`config.mk`:
```
export PLATFORM = sky130hd
export DESIGN_NAME = opm_unit
export DESIGN_NICKNAME = d
export VERILOG_FILES = /design/src/rtl/opm_pkg.sv /design/src/rtl/opm_decode.sv /design/src/rtl/opm_resolve.sv /design/src/rtl/opm_seq.sv /design/src/rtl/opm_unit.sv
export SDC_FILE = /design/constraint.sdc
export NUM_CORES = 1
export LEC_CHECK = 0
export BUFFER_PORTS_ARGS = -buffer_cell sky130_fd_sc_hd__buf_4
export CAP_MARGIN = 30
export CORE_AREA = 2 2 113 115
export DETAILED_ROUTE_END_ITERATION = 16
export DIE_AREA = 0 0 115 117
export PLACE_DENSITY = 0.8
export SYNTH_ARGS = -nofsm -noshare
export SYNTH_HDL_FRONTEND = slang
export SYNTH_SLANG_ARGS = --single-unit
```
`constraint.sdc`:
```
create_clock -name clk -period 13.9 [get_ports clk]
set_clock_uncertainty 0.15 [all_clocks]
set_input_delay 2.78 -clock clk [delete_from_list [all_inputs] [get_ports clk]]
set_output_delay 2.78 -clock clk [all_outputs]
set_load 0.01 [all_outputs]
```
`src/rtl/opm_pkg.sv`:
```
package opm_pkg;
    localparam int WORD_W = 16;
    localparam int NREG   = 8;
    localparam int RIDX_W = $clog2(NREG);
    localparam int SPEC_W = 6;
    localparam int LIT_W  = 5;

    typedef logic [WORD_W-1:0] word_t;

    typedef enum logic [2:0] {
        TK_REG = 3'd0,
        TK_MEM = 3'd1,
        TK_SP  = 3'd2,
        TK_PC  = 3'd3,
        TK_OVF = 3'd4,
        TK_LIT = 3'd5
    } tkind_e;

    typedef enum logic [3:0] {
        AM_REG, AM_IND, AM_IDX, AM_POP, AM_PEEK, AM_PUSH,
        AM_SP, AM_PC, AM_OVF, AM_NXA, AM_NXL, AM_LIT
    } amode_e;

    typedef struct packed {
        amode_e              mode;
        logic [RIDX_W-1:0]   ridx;
        logic [LIT_W-1:0]    lit;
        logic                use_ext;
        logic                use_mem;
    } dec_t;

    typedef struct packed {
        word_t  value;
        tkind_e kind;
        word_t  addr;
        word_t  pc_nx;
        word_t  sp_nx;
        logic   drop;
    } res_t;

    typedef enum logic [1:0] {S_IDLE, S_EXT, S_OPND, S_FIN} seq_e;
endpackage

```
`src/rtl/opm_decode.sv`:
```
module opm_decode
    import opm_pkg::*;
(
    input  logic [SPEC_W-1:0] spec,
    output dec_t              dec
);
    always_comb begin
        dec.ridx    = spec[RIDX_W-1:0];
        dec.lit     = spec[LIT_W-1:0];
        dec.use_ext = 1'b0;
        dec.use_mem = 1'b0;
        dec.mode    = AM_LIT;
        if (!spec[5]) begin
            unique case (spec[4:3])
                2'd0: dec.mode = AM_REG;
                2'd1: begin dec.mode = AM_IND; dec.use_mem = 1'b1; end
                2'd2: begin dec.mode = AM_IDX; dec.use_mem = 1'b1; dec.use_ext = 1'b1; end
                default: begin
                    unique case (spec[2:0])
                        3'd0: begin dec.mode = AM_POP;  dec.use_mem = 1'b1; end
                        3'd1: begin dec.mode = AM_PEEK; dec.use_mem = 1'b1; end
                        3'd2: begin dec.mode = AM_PUSH; dec.use_mem = 1'b1; end
                        3'd3: dec.mode = AM_SP;
                        3'd4: dec.mode = AM_PC;
                        3'd5: dec.mode = AM_OVF;
                        3'd6: begin dec.mode = AM_NXA; dec.use_mem = 1'b1; dec.use_ext = 1'b1; end
                        default: begin dec.mode = AM_NXL; dec.use_ext = 1'b1; end
                    endcase
                end
            endcase
        end
    end
endmodule

```
`src/rtl/opm_resolve.sv`:
```
module opm_resolve
    import opm_pkg::*;
(
    input  dec_t  dec,
    input  word_t gpr [NREG],
    input  word_t sp,
    input  word_t pc,
    input  word_t ovf,
    input  word_t ext,
    input  word_t mdata,
    output res_t  res
);
    word_t sel;
    assign sel = gpr[dec.ridx];

    always_comb begin
        res.value = mdata;
        res.kind  = TK_MEM;
        res.addr  = '0;
        res.pc_nx = dec.use_ext ? word_t'(pc + word_t'(1)) : pc;
        res.sp_nx = sp;
        res.drop  = 1'b0;
        unique case (dec.mode)
            AM_REG:  begin res.value = sel; res.kind = TK_REG; end
            AM_IND:  res.addr = sel;
            AM_IDX:  res.addr = word_t'(ext + sel);
            AM_POP:  begin res.addr = sp; res.sp_nx = word_t'(sp + word_t'(1)); end
            AM_PEEK: res.addr = sp;
            AM_PUSH: begin
                res.addr  = word_t'(sp - word_t'(1));
                res.sp_nx = word_t'(sp - word_t'(1));
            end
            AM_SP:   begin res.value = sp;  res.kind = TK_SP;  end
            AM_PC:   begin res.value = pc;  res.kind = TK_PC;  end
            AM_OVF:  begin res.value = ovf; res.kind = TK_OVF; end
            AM_NXA:  res.addr = ext;
            AM_NXL:  begin res.value = ext; res.kind = TK_LIT; res.drop = 1'b1; end
            default: begin
                res.value = word_t'(dec.lit);
                res.kind  = TK_LIT;
                res.drop  = 1'b1;
            end
        endcase
    end
endmodule

```
`src/rtl/opm_seq.sv`:
```
module opm_seq
    import opm_pkg::*;
(
    input  logic  clk,
    input  logic  rst,
    input  logic  req,
    input  logic  use_ext,
    input  logic  use_mem,
    input  word_t pc,
    input  word_t opnd_addr,
    input  logic  rd_valid,
    input  word_t rd_data,
    output logic  rd_en,
    output word_t rd_addr,
    output word_t ext_q,
    output word_t data_q,
    output logic  done
);
    seq_e st, st_nx;

    always_comb begin
        st_nx = st;
        unique case (st)
            S_IDLE: if (req) begin
                if (use_ext)      st_nx = S_EXT;
                else if (use_mem) st_nx = S_OPND;
            end
            S_EXT:  if (rd_valid) st_nx = use_mem ? S_OPND : S_FIN;
            S_OPND: if (rd_valid) st_nx = S_FIN;
            default: st_nx = S_IDLE;
        endcase
    end

    assign rd_en   = (st == S_EXT) || (st == S_OPND);
    assign rd_addr = (st == S_EXT) ? pc : opnd_addr;
    assign done    = (st == S_FIN) || ((st == S_IDLE) && req && !use_ext && !use_mem);

    always_ff @(posedge clk) begin
        if (rst) begin
            st     <= S_IDLE;
            ext_q  <= '0;
            data_q <= '0;
        end else begin
            st <= st_nx;
            if (st == S_EXT && rd_valid)  ext_q  <= rd_data;
            if (st == S_OPND && rd_valid) data_q <= rd_data;
        end
    end
endmodule

```
`src/rtl/opm_unit.sv`:
```
module opm_unit
    import opm_pkg::*;
(
    input  logic                   clk,
    input  logic                   rst,
    input  logic                   req,
    input  logic [SPEC_W-1:0]      spec,
    input  logic [NREG*WORD_W-1:0] gpr_flat,
    input  logic [WORD_W-1:0]      sp_in,
    input  logic [WORD_W-1:0]      pc_in,
    input  logic [WORD_W-1:0]      ovf_in,
    output logic                   mem_rd_en,
    output logic [WORD_W-1:0]      mem_addr,
    input  logic                   mem_rd_valid,
    input  logic [WORD_W-1:0]      mem_rd_data,
    output logic                   done,
    output logic [WORD_W-1:0]      value,
    output logic [2:0]             kind,
    output logic [RIDX_W-1:0]      reg_idx,
    output logic [WORD_W-1:0]      eff_addr,
    output logic                   wr_drop,
    output logic [WORD_W-1:0]      pc_out,
    output logic [WORD_W-1:0]      sp_out
);
    word_t gpr [NREG];
    dec_t  dec;
    res_t  res;
    word_t ext_q, data_q;

    for (genvar g = 0; g < NREG; g++) begin : g_split
        assign gpr[g] = gpr_flat[g*WORD_W +: WORD_W];
    end

    opm_decode u_dec (.spec(spec), .dec(dec));

    opm_resolve u_res (
        .dec(dec), .gpr(gpr), .sp(sp_in), .pc(pc_in), .ovf(ovf_in),
        .ext(ext_q), .mdata(data_q), .res(res)
    );

    opm_seq u_seq (
        .clk(clk), .rst(rst), .req(req),
        .use_ext(dec.use_ext), .use_mem(dec.use_mem),
        .pc(pc_in), .opnd_addr(res.addr),
        .rd_valid(mem_rd_valid), .rd_data(mem_rd_data),
        .rd_en(mem_rd_en), .rd_addr(mem_addr),
        .ext_q(ext_q), .data_q(data_q), .done(done)
    );

    assign value    = res.value;
    assign kind     = res.kind;
    assign reg_idx  = dec.ridx;
    assign eff_addr = res.addr;
    assign wr_drop  = res.drop;
    assign pc_out   = res.pc_nx;
    assign sp_out   = res.sp_nx;
endmodule

```
---- Word level (Yosys, flattened, before mapping) ----
Index checks and enable logic that the tools add are counted.
W data, S select, Z words.
operators by class
  bitwise logic cells ..................... 1
  add/subtract/negate cells ............... 4
  equal/unequal tests ..................... 25
  muxes and demuxes ....................... 24
  order comparisons ....................... 1
  reductions and logical operators ........ 21
operators with widths
  cell                     number
  $pmux W19 S6             1
  $pmux W16 S5             1
  $mux W16                 4
  $bmux W16 S3             1
  $add A16 B1 Y16 const B  2
  $pmux W16 S2             1
  $pmux W4 S7              1
  $add A16 B16 Y16         1
  $eq A4 B3 Y1 const B     4
  $sub A16 B1 Y16 const B  1
  $eq A4 B4 Y1 const B     3
  $mux W2                  6
  $pmux W4 S3              1
  $reduce_or A6 Y1         2
  $reduce_or A10 Y1        1
  $eq A3 B3 Y1 const B     3
  $eq A4 B2 Y1 const B     2
  $eq A2 B2 Y1 const B     3
  $eq A3 B2 Y1 const B     2
  $ne A2 B2 Y1 const B     3
  $pmux W2 S3              1
  $reduce_or A2 Y1         3
  $logic_and A1 B1 Y1      5
  $eq A2 B1 Y1 const B     2
  other kinds (15)         22
word-level totals
  register bits ........................... 34
  bits of input ports ..................... 202
  logic and storage cells ................. 79
  output and inout port bits .............. 89

---- Depth between registers and ports, before layout ----
Gate-level depths: netlist of run 1.
  depth after elaboration ................. 9
  depth in mapped cells ................... 14

---- Cells and area by module ----
A second synthesis of run 1 with hierarchy kept.
unflattened totals
  cell total of the unflattened synthesis .. 727
  area, all modules ....................... 5664.2 um^2
modules (own cells, without submodules)
  module       times used  area each (um^2)  seq. area each (um^2)  cells an instance
  opm_resolve  1           3865.0            0.0                    508
  opm_seq      1           1561.5            680.7                  186
  opm_decode   1           237.7             0.0                    33

---- Worst setup path before layout of run 1 ----
OpenSTA, ideal clock, no wires.
  path kind ............................... input to output
  start ................................... input spec[0]
  end ..................................... output mem_addr[10]
  path buffers ............................ 3
  stages on the path ...................... 14
  arrival ................................. 5984 ps
  slack ................................... 4986 ps
  required time ........................... 10970 ps
  cell sequence ........................... buf_6 buf_6 buf_2 mux4_2 mux2i_1 inv_1 ha_1 fa_1 a211oi_1 o211ai_1 a21boi_0 xor2_1 o211ai_1 mux2_2
between the ends
  word-level cells in the longest chain between the ends .. 8
  elaborated cells between the ends (all ways) .. 24
ends and longest elaborated chain
  what                                                                      RTL line           source
  start, declared                                                           opm_unit.sv:7      input logic [SPEC_W-1:0] spec,
  parallel branches: the longest is 6 deep, another holds $add A16 B16 Y16  n/a
  $pmux W16 S5 (*)                                                          opm_resolve.sv:23  unique case (dec.mode)
  named net eff_addr[10]                                                    opm_unit.sv:20     output logic [WORD_W-1:0] eff_addr,
  $mux W16 (*)                                                              opm_seq.sv:35      assign rd_addr = (st == S_EXT) ? pc : opnd_addr;
  end, declared                                                             opm_unit.sv:13     output logic [WORD_W-1:0] mem_addr,
Mark *: on every way through the listed nets, which the timed path passes. The select of a mux whose other input is x is not followed.

---- Worst setup path in the final report of run 1 ----
  start ................................... input spec[0]
  end ..................................... output mem_addr[15]
between the ends
  word-level cells in the longest chain between the ends .. 8
  elaborated cells between the ends (all ways) .. 24
ends and longest elaborated chain
  what                                                                      RTL line
  parallel branches: the longest is 6 deep, another holds $add A16 B16 Y16  n/a
  $pmux W16 S5 (*)                                                          opm_resolve.sv:23
  $mux W16 (*)                                                              opm_seq.sv:35
Every way passes the cells marked *. The select of a mux whose other input is x is not followed.

==> results of run 1 <==
## cell families (layout without fill, tap and decap cells)
logic type,after synthesis,after routing
AOI/OAI and AO/OA,209,209
xor gates and xnor gates,42,42
adders and majority gates,27,27
buffers and inverters,86,327
DFF,34,34
muxes,97,97
and+or+nand+nor,255,255
## area by class of cell
| type | count | share of cell area [%] |
|---|---|---|
| multi-input combinational | 630 | 59.2 |
| timing repair buffer | 293 | 27.1 |
| sequential | 34 | 8.40 |
| tap | 150 | 2.31 |
| clock buffer | 6 | 1.71 |
| inverter | 28 | 1.30 |
## worst reg2reg max path: cells and delay by family, from the launching register on
kind,cells,cell delay (ns)
AO/OA/AOI/OAI,1,0.16
adder cells (fa/ha/maj),1,0.41
buffers and inverters,1,0.12
flip-flops,1,0.33
AND/OR/NAND/NOR,2,0.73
## power by group
part | internal (W) | total [W] | switching (W)
Combinational | 0.000154 | 0.000322 | 0.000168
Sequential | 0.000108 | 0.000118 | 0.0000102
Clock | 0.0000690 | 0.000105 | 0.0000359
Total | 0.000331 | 0.000546 | 0.000214
## routing by layer
metal	global-route usage [%]	routed length [um]
met3	7.78	2690
met4	10.9	744
met1	49.0	10200
met2	51.5	10400
met5	0	0
## placed cells by master, fill, tap and decap left out, types with 14 or more instances in the layout
master	count
a21oi_1	67
ha_1	26
dfxtp_1	34
mux4_2	32
mux2i_1	42
buf_4	293
nand3_1	22
nor2_1	25
nand4_1	14
nand2_1	122
inv_1	27
xnor2_1	31
o21ai_0	25
mux2_2	22
## flip-flops by register name, indices dropped and copies added, names as in the netlist
register and cells:
u_seq.data_q 16, u_seq.ext_q 16, u_seq.st 2
## worst min-delay path by stage
stage                             endpoint  slack (ns)  cells past startpoint
final                      u_seq.data_q[9]        0.31                      2
after global placement     u_seq.data_q[9]        0.29                      2
after detailed placement   u_seq.data_q[5]        0.30                      2
after global routing       u_seq.data_q[2]        0.33                      2
after floorplan           u_seq.data_q[10]        0.29                      2
after CTS                  u_seq.data_q[5]        0.31                      2
## stage by stage
step / instances / power (W) / hold slack [ns] / instance area [um2]
4_1_cts: 1141 / 0.000542 / 0.305 / 8110
6_report: 1141 / 0.000546 / 0.305 / 8110
5_1_grt: 1141 / 0.000575 / 0.330 / 8110
3_3_place_gp: 1135 / 0.000432 / 0.294 / 7970
3_5_place_dp: 1135 / 0.000436 / 0.300 / 7970
2_1_floorplan: 750 / 0.000299 / 0.286 / 5850
==> results.md, run 1 <==
* Status: finished clean
* Area of the multi-input gates at 0.00480 mm2
* Hold-fix buffers at CTS at 0
* Share of cells above drive strength 1 at 37.6%
* Slew Viols, Final at 0
* Pin count of the biggest net entering global routing at 62
* Syn_nets at 979
* GRT Overall Usage at 34.3%
* Site Rows at 41
* Register area share after synthesis at 11.6%
* CP arrival at 6.52 ns
* Type of origin of the critical path: input port
* Cell variety after synth at 74
* Final Hold Vio Count at 0
* Hold_sp: u_seq.data_q[9]
* H-tree levels at 2
* Total of max-cap violations at 0
* Req. time, crit path at 10.97 ns
* Final setup fails at 0
* Die Y at 117 um
* CTS root buffer: clkbuf_16
* Filler Cell Count at 1118
* Post-DP HPWL at 19.4 mm
* Clock buffer depth at 2
* TritonCTS clock tree: yes
* Vias in the first global route at 6344
* Worst slew margin at 40.2%
* VDD IR max at 0.0955 mV
* Synth async-reset ratio at 0%
* Min-Delay Path Class: flop to flop
* GR Overflow Total at 0
* Port-buffer cells at 290
* Synth Area in Compound Gates at 24.7%
* Most numerous cell in the Yosys netlist: nand2_1
* Setup tns final at 0 ns
* Synth area leaders: mux4_2, dfxtp_1, nand2_1
* Largest family of logic cells by synthesized area: compound AO/OA/AOI/OAI gates
* Reg-to-Reg Start: u_seq.st[1]
* Syn Area/Cell at 7.80 um2
* Mean number of vias per cell at 6.23
* Post-Route WL at 24.0 mm
* Synth Area in Simple Gates at 21.0%
* Post-CTS sizing at 0
* Mux contribution to synthesized area at 24.0%
* Antenna Cells at 0
* Reg-to-reg endpoint: u_seq.ext_q[4]
* Crit path time final at 9.45 ns
* Synth Instances at 750
* Dominant cell type by area after synthesis: mux4_2
* Adder-cell share of the synthesized area at 5.90%
* Post-CTS setup buffer count at 0
* Post-synthesis xor/xnor area fraction at 6.29%
* Power Density at 67.3 mW/mm2
* Register Area at 681 um2
* #FFs+latches synth at 34
* Routed Antenna Nets at 0
* Max FO, Critical Path at 45
* Crit. End Element: output pin
* Clock sink count at 34
* Post-synth top area share at 12.3%
* GP Congestion at 1.05
* Worst-margin pin slew at 0.894 ns
* Most used DFF post-synth: dfxtp_1
* Place WS at 4.48 ns
* Initial antenna violation count at 0
* Clock transition at the registers of the reported paths at 0.05 ns
* Cell Area, Synth at 0.00585 mm2
* Register-to-register setup slack at 11.93 ns
* Num CTS Buffers at 5
* CP top delay family: compound AO/OA/AOI/OAI gates
* Worst path max stage delay at 0.65 ns
* Critical setup path kind: input port to output pin
* F_max at 0.106 GHz
* RSZ-0062 raised after global routing: no
* 1st-pass router iterations at 5
* Crit-path cells: buf_4 > mux4_2 > mux2i_1 > inv_1 > ha_1 > a21o_1 > nand4_1 > a2111oi_0 > a311o_1 > xnor2_1 > o221ai_1 > buf_4
* DIE AREA at 0.0135 mm2
* Instance count on the critical path at 12
* Die width at 115 um
* Crit path capture: mem_addr[15]
* Global-route wire length before repair at 35.5 mm
* Area grow syn2layout at 38.6%
* Tcrit/Tclk final at 68.0%
* Top cell by count, worst path: buf_4
* Effective utilization at floorplan at 47.5%
* Final core occ at 65.9%
* CP Launch Point: spec[0]
* EDFF count, synth at 0
* CP bufs+invs at 3
* Post-DR wirelength/cell at 21.1 um
* Synth top cells by count: nand2_1, a21oi_1, mux2i_1
* Residual DRC at 0
* Clock latency on the worst-skew pair at 0.27 ns
* Starting DRC count in detailed routing at 865
* Nets at 1221
* Core area at 0.0123 mm2
* CP max stage cell: a2111oi_0
* Synth Warn # at 0
* Leak at 3.61 nW
* FF-to-FF path depth at 5
* Routed via count at 7103
* Ports at 291
* Final WS setup at 4.45 ns
Power figures use the tool's default switching activity.
==> run 2, diff against run 1 <==
--- a/config.mk
+++ b/config.mk
@@ -5,12 +5,12 @@
 export SDC_FILE = /design/constraint.sdc
 export NUM_CORES = 1
 export LEC_CHECK = 0
+export ABC_AREA = 1
 export BUFFER_PORTS_ARGS = -buffer_cell sky130_fd_sc_hd__buf_4
 export CAP_MARGIN = 30
-export CORE_AREA = 2 2 113 115
+export CORE_UTILIZATION = 45
 export DETAILED_ROUTE_END_ITERATION = 16
-export DIE_AREA = 0 0 115 117
-export PLACE_DENSITY = 0.8
+export PLACE_DENSITY = 0.77
 export SYNTH_ARGS = -nofsm -noshare
 export SYNTH_HDL_FRONTEND = slang
 export SYNTH_SLANG_ARGS = --single-unit
==> constraint.sdc (replaced) <==
create_clock -name clk -period 7.8 [get_ports clk]
set_clock_uncertainty 0.15 [all_clocks]
set_input_delay 1.56 -clock clk [delete_from_list [all_inputs] [get_ports clk]]
set_output_delay 1.56 -clock clk [all_outputs]
set_load 0.01 [all_outputs]
==> results.md, run 2 <==
* Status: finished clean
* Filler Cell Count at 1488
* GRT Overall Usage at 38.5%
* Cell variety after synth at 45
* Leak at 4.50 nW
* CP max stage cell: inv_2
* Post-DP HPWL at 23.3 mm
* GR met2 Demand/Resource at 61.6%
* GP Congestion at 0.992
* Core area at 0.0139 mm2
* Pin count of the biggest net entering global routing at 69
* Min-Delay Path Class: flop to flop
* Effective utilization at floorplan at 46.3%
* Global-route wire length before repair at 43.8 mm
* Share of cells above drive strength 1 at 22.6%
* Antenna Cells at 0
* F_max at 0.146 GHz
* RSZ-0062 raised after global routing: no
* Initial antenna violation count at 0
* Max FO, Critical Path at 68
* Grt met3 use at 4.09%
* Synth Warn # at 0
* Worst slew margin at 38.2%
* Slew Viols, Final at 0
* Register-to-register setup slack at 5.08 ns
* Routed Antenna Nets at 0
* CTS root buffer: clkbuf_16
* TritonCTS clock tree: yes
* Met1 Resource Use GR at 51.8%
* Most used DFF post-synth: dfxtp_1
* Num CTS Buffers at 5
* Hold-fix buffers at CTS at 0
* Most frequent cells in the layout: nand2_1, buf_4, nor2_1
* Worst-margin pin slew at 0.926 ns
* Die width at 121 um
* Clock latency on the worst-skew pair at 0.28 ns
* Setup tns final at 0 ns
* Top flop regs: u_seq.data_q x16, u_seq.ext_q x16, u_seq.st x2
* Register area share after synthesis at 10.6%
* Nets at 1730
* VDD IR max at 0.244 mV
* Crit. End Element: output pin
* Post-CTS setup buffer count at 0
* H-tree levels at 2
* Most numerous cell in the Yosys netlist: nand2_1
* Top cell by count, worst path: nand2_1
* Area grow syn2layout at 35.6%
* Synth async-reset ratio at 0%
* Final setup fails at 0
* Clock buffer depth at 2
* Post-CTS sizing at 0
* Worst path max stage delay at 0.54 ns
* Final Hold Vio Count at 0
* Synth area leaders: nand2_1, dfxtp_1, nor2_1
* Req. time, crit path at 6.09 ns
* Post-DR wirelength/cell at 17.3 um
* Syn Area/Cell at 5.10 um2
* Critical setup path kind: input port to output pin
* Tcrit/Tclk final at 88.1%
* Crit path time final at 6.87 ns
* Post-synth top area share at 27.3%
* Power Density at 114 mW/mm2
* Worst hold stages at 2
* Type of origin of the critical path: input port
* GR Overflow Total at 0
* 1st-pass router iterations at 5
* Vias in the first global route at 8180
* EDFF count, synth at 0
* Site Rows at 43
* Hold slack at 0.318 ns
* Commonest non-fill, non-tap cell in the layout: nand2_1
* Gr busiest metal: met2
* Clock transition at the registers of the reported paths at 0.05 ns
* FF-to-FF path depth at 6
* DIE AREA at 0.0148 mm2
* Post-Route WL at 29.1 mm
* Crit-path cells: buf_4 > inv_2 > o21ai_0 > nand2_1 > nand2_1 > nand3_1 > ha_1 > nand2_1 > nand2_1 > nand2_1 > nand3_1 > or2_2 > nand3_1 > nand4_1 > nand2_1 > nand2_1 > buf_4
* Routed via count at 9230
* Die Y at 121 um
* Clock sink count at 34
* Ports at 291
* Residual DRC at 0
* #FFs+latches synth at 34
* Port-buffer cells at 290
* Cell Area, Synth at 0.00642 mm2
* Syn_nets at 1488
* Mean number of vias per cell at 5.49
* Dominant cell type by area after synthesis: nand2_1
* Synth Instances at 1259
* Starting DRC count in detailed routing at 823
* Total of max-cap violations at 0
* Synth top cells by count: nand2_1, nor2_1, inv_1
* CP arrival at 5.16 ns
## run 2: cell count changes after synthesis, moves of 11 or more
cell / previous run / this run
nand2_1: 122 / 467
nor2_1: 25 / 163
inv_1: 27 / 120
nand3_1: 22 / 103
o21ai_0: 25 / 87
mux2i_1: 42 / 0
mux4_2: 32 / 0
xnor2_1: 31 / 6
mux2_2: 22 / 0
a221o_1: 13 / 0
nor2b_1: 11 / 0
## run 2: worst max-delay path, delay by kind of cell
family,cells,cell delay (ns)
AND/OR/NAND/NOR,12,1.56
adder cells (fa/ha/maj),1,0.40
buffers and inverters,3,1.18
AO/OA/AOI/OAI,1,0.42
## run 2: layout make-up
cell class,instances,area (um2),area share (%)
Timing Repair Buffer,291,2180,25.1
Tap cell,180,225,2.59
Clock inverter,2,12.5,0.144
Inverter,129,487,5.59
Clock buffer,6,139,1.59
Sequential cell,34,681,7.81
Multi-Input combinational cell,1040,4980,57.2
## run 2: cells by family after synthesis
kind of cell | synth area share, %
fa+ha+maj | 5.38
buf+inv | 11.8
flops | 10.6
compound gates | 15.4
simple gates | 53.5
xor+xnor | 3.27
## run 2: report_power, final
part / total, W / switching, W / leakage [nW] / internal, W
Combinational: 0.000589 / 0.000346 / 4.15 / 0.000242
Clock: 0.000200 / 0.0000737 / 0.0729 / 0.000126
Sequential: 0.000208 / 0.0000172 / 0.275 / 0.000191
Total: 0.000997 / 0.000437 / 4.50 / 0.000560
## run 2: final timing paths
check                endpoint        startpoint
min          u_seq.data_q[10]  u_seq.data_q[10]
max               mem_addr[5]           spec[0]
max reg2reg   u_seq.ext_q[14]       u_seq.st[1]
min reg2reg  u_seq.data_q[10]  u_seq.data_q[10]
## run 2: per-layer routing
metal / vias to the layer above / wire, um
met5: - / 0
met4: 0 / 1250
met3: 73 / 2490
met2: 482 / 13300
met1: 4173 / 12100
li1: 4502 / -
## run 2: per-stage QoR
| stage | instances | utilization, % | area [um2] | setup WS [ns] | total power [W] |
|---|---|---|---|---|---|
| 6_report | 1682 | 62.7 | 8710 | 0.931 | 0.000997 |
| 2_1_floorplan | 1259 | - | 6420 | 2.24 | 0.000528 |
| 3_5_place_dp | 1674 | 61.7 | 8560 | 1.02 | 0.000788 |
| 4_1_cts | 1682 | 62.7 | 8710 | 1.01 | 0.000987 |
| 5_1_grt | 1682 | 62.7 | 8710 | 0.606 | 0.00106 |
| 3_3_place_gp | 1674 | 61.7 | 8560 | 0.987 | 0.000786 |
==> run 3, diff against run 2 <==
--- a/config.mk
+++ b/config.mk
@@ -8,9 +8,11 @@
 export ABC_AREA = 1
 export BUFFER_PORTS_ARGS = -buffer_cell sky130_fd_sc_hd__buf_4
 export CAP_MARGIN = 30
+export CORE_MARGIN = 1.5
 export CORE_UTILIZATION = 45
 export DETAILED_ROUTE_END_ITERATION = 16
 export PLACE_DENSITY = 0.77
+export SETUP_SLACK_MARGIN = 0.2
 export SYNTH_ARGS = -nofsm -noshare
 export SYNTH_HDL_FRONTEND = slang
 export SYNTH_SLANG_ARGS = --single-unit
==> results.md, run 3 (same netlist as run 2, synthesis figures left out) <==
* Status: finished clean
* Final setup fails at 0
* Placed cell areas at 0.00857 mm2
* Hold worst-path end: u_seq.data_q[4]
* Register-to-register setup slack at 5.53 ns
* Worst hold stages at 2
* Min-Delay Path Class: flop to flop
* Final Hold Vio Count at 0
* Slew Viols, Final at 0
* Crit path time final at 6.90 ns
* Num CTS Buffers at 5
* Filler Cell Count at 1448
* Top flop regs: u_seq.data_q x16, u_seq.ext_q x16, u_seq.st x2
* Area grow syn2layout at 36.0%
* GRT Overall Usage at 37.9%
* DIE AREA at 0.0150 mm2
* Initial antenna violation count at 0
* Hold_sp: u_seq.data_q[4]
* Post-DP HPWL at 23.5 mm
* FF-to-FF path depth at 7
* Logic pwr share at 58.1%
* Ports at 291
* Leak at 4.52 nW
* P_sw at 0.000441 W
* Met1 Resource Use GR at 49.6%
* Pin count of the biggest net entering global routing at 69
* Mean number of vias per cell at 5.52
* Clock latency on the worst-skew pair at 0.28 ns
* Final WS setup at 0.904 ns
* Internal at 0.000583 W
* Power Total at 0.00102 W
* Req. time, crit path at 6.09 ns
* GR Overflow Total at 0
* CP arrival at 5.19 ns
* Flop pwr share at 20.4%
* Share of cells above drive strength 1 at 22.6%
* Clock sink count at 34
* Setup tns final at 0 ns
* Power Density at 117 mW/mm2
* TritonCTS clock tree: yes
* Post-DR wirelength/cell at 17.5 um
* Critical setup path kind: input port to output pin
* Most frequent cells in the layout: nand2_1, buf_4, nor2_1
* Worst slew margin at 39.1%
* Die width at 122 um
* Die Y at 122 um
* 1st-pass router iterations at 6
* Top cell by count, worst path: nand2_1
* Site Rows at 43
* VDD IR max at 0.201 mV
* H-tree levels at 2
* Post-Route WL at 29.4 mm
* Reg-to-Reg Start: u_seq.st[1]
* Crit-path cells: buf_4 > inv_2 > o21ai_0 > nand2_1 > nand2_1 > nand3_1 > fa_1 > nand2_1 > nand3_1 > nand3b_1 > nand2_1 > or2_2 > nand3_1 > nand4_1 > nand2_1 > nand2_1 > buf_4
* Clk network pwr share at 21.5%
* CTS root buffer: clkbuf_16
* Reg-to-reg endpoint: u_seq.ext_q[9]
* Place WS at 1.04 ns
* Vias in the first global route at 8280
* Register Area at 681 um2
* Grt met3 use at 6.32%
* Total of max-cap violations at 0
* Commonest non-fill, non-tap cell in the layout: nand2_1
* Fin area at 0.00873 mm2
* Effective utilization at floorplan at 46.3%
* Core area at 0.0139 mm2
* CP max stage cell: inv_2
* Worst path max stage delay at 0.54 ns
* Routed Antenna Nets at 0
* Max FO, Critical Path at 68
* Crit. End Element: output pin
* F_max at 0.145 GHz
* Post-CTS sizing at 0
* Port-buffer cells at 290
* GP Congestion at 0.995
* Clock buffer depth at 2
* Sw Share at 43.1%
* Gr busiest metal: met2
* RSZ-0062 raised after global routing: no
* Antenna Cells at 0
* GR met2 Demand/Resource at 62.3%
* Global-route wire length before repair at 44.3 mm
* Tcrit/Tclk final at 88.4%
* Worst-margin pin slew at 0.912 ns
* Nets at 1731
* CP bufs+invs at 3
* CP top delay family: simple AND/OR/NAND/NOR gates
* Type of origin of the critical path: input port
* Hold-fix buffers at CTS at 0
* Residual DRC at 0
* Starting DRC count in detailed routing at 817
* Routed via count at 9283
* Post-CTS setup buffer count at 0
* Clock transition at the registers of the reported paths at 0.05 ns
* Area of the multi-input gates at 0.00498 mm2
==> run 3: changes by cell type in the layout (fill, tap and decap cells not counted), sizes merged <==
| cell | previous run | this run |
|---|---|---|
| buf | 291 | 292 |
| bufinv | 0 | 1 |
| clkbuf | 6 | 5 |
| clkinv | 2 | 3 |
| clkinvlp | 1 | 0 |
==> run 3: worst max path at each step <==
stage                  from     endpoint  slack, ns  cells past startpoint
finish              spec[0]  mem_addr[6]       0.90                     17
global route        spec[0]  mem_addr[6]       0.65                     17
CTS                 spec[0]  mem_addr[6]       1.02                     17
detailed placement  spec[0]  mem_addr[6]       1.04                     17
global placement    spec[0]  mem_addr[6]       1.07                     17
floorplan           spec[0]  mem_addr[6]       2.24                     19
==> run 3: worst register-to-register path: cells and delay by family (launching register included) <==
family,cells,cell delay (ns)
fa+ha+maj,1,0.14
compound gates,1,0.16
flops,1,0.33
simple gates,2,0.54
buf+inv,3,0.87
==> run 3: power by group through the flow <==
| stage | Clock, W | Sequential, W | Combinational, W |
|---|---|---|---|
| floorplan | 0 | 0.000205 | 0.000324 |
| global placement | 0 | 0.000211 | 0.000580 |
| detailed placement | 0 | 0.000211 | 0.000582 |
| CTS | 0.000220 | 0.000208 | 0.000585 |
| global route | 0.000228 | 0.000210 | 0.000647 |
| finish | 0.000220 | 0.000209 | 0.000595 |
==> run 3: final cells by class <==
type,count,share of cell area (%)
clock inverters,3,0.459
inverters,129,5.57
well taps,180,2.58
repair buffers,292,25.1
multi-input cells,1040,57.1
flip-flops and latches,34,7.80
clock buffers,5,1.43
==> run 3: metal layers <==
metal  routed length [um]  vias up
met4                 1100        0
li1                     -     4506
met2                13500      490
met1                12000     4205
met3                 2740       82
met5                    0        -
==> run 3: through the flow <==
step	hold slack, ns	utilization [%]	cells
floorplan	0.295	-	1259
global placement	0.303	61.7	1675
detailed placement	0.306	61.7	1675
CTS	0.314	62.9	1683
global route	0.324	62.9	1683
finish	0.314	62.9	1683
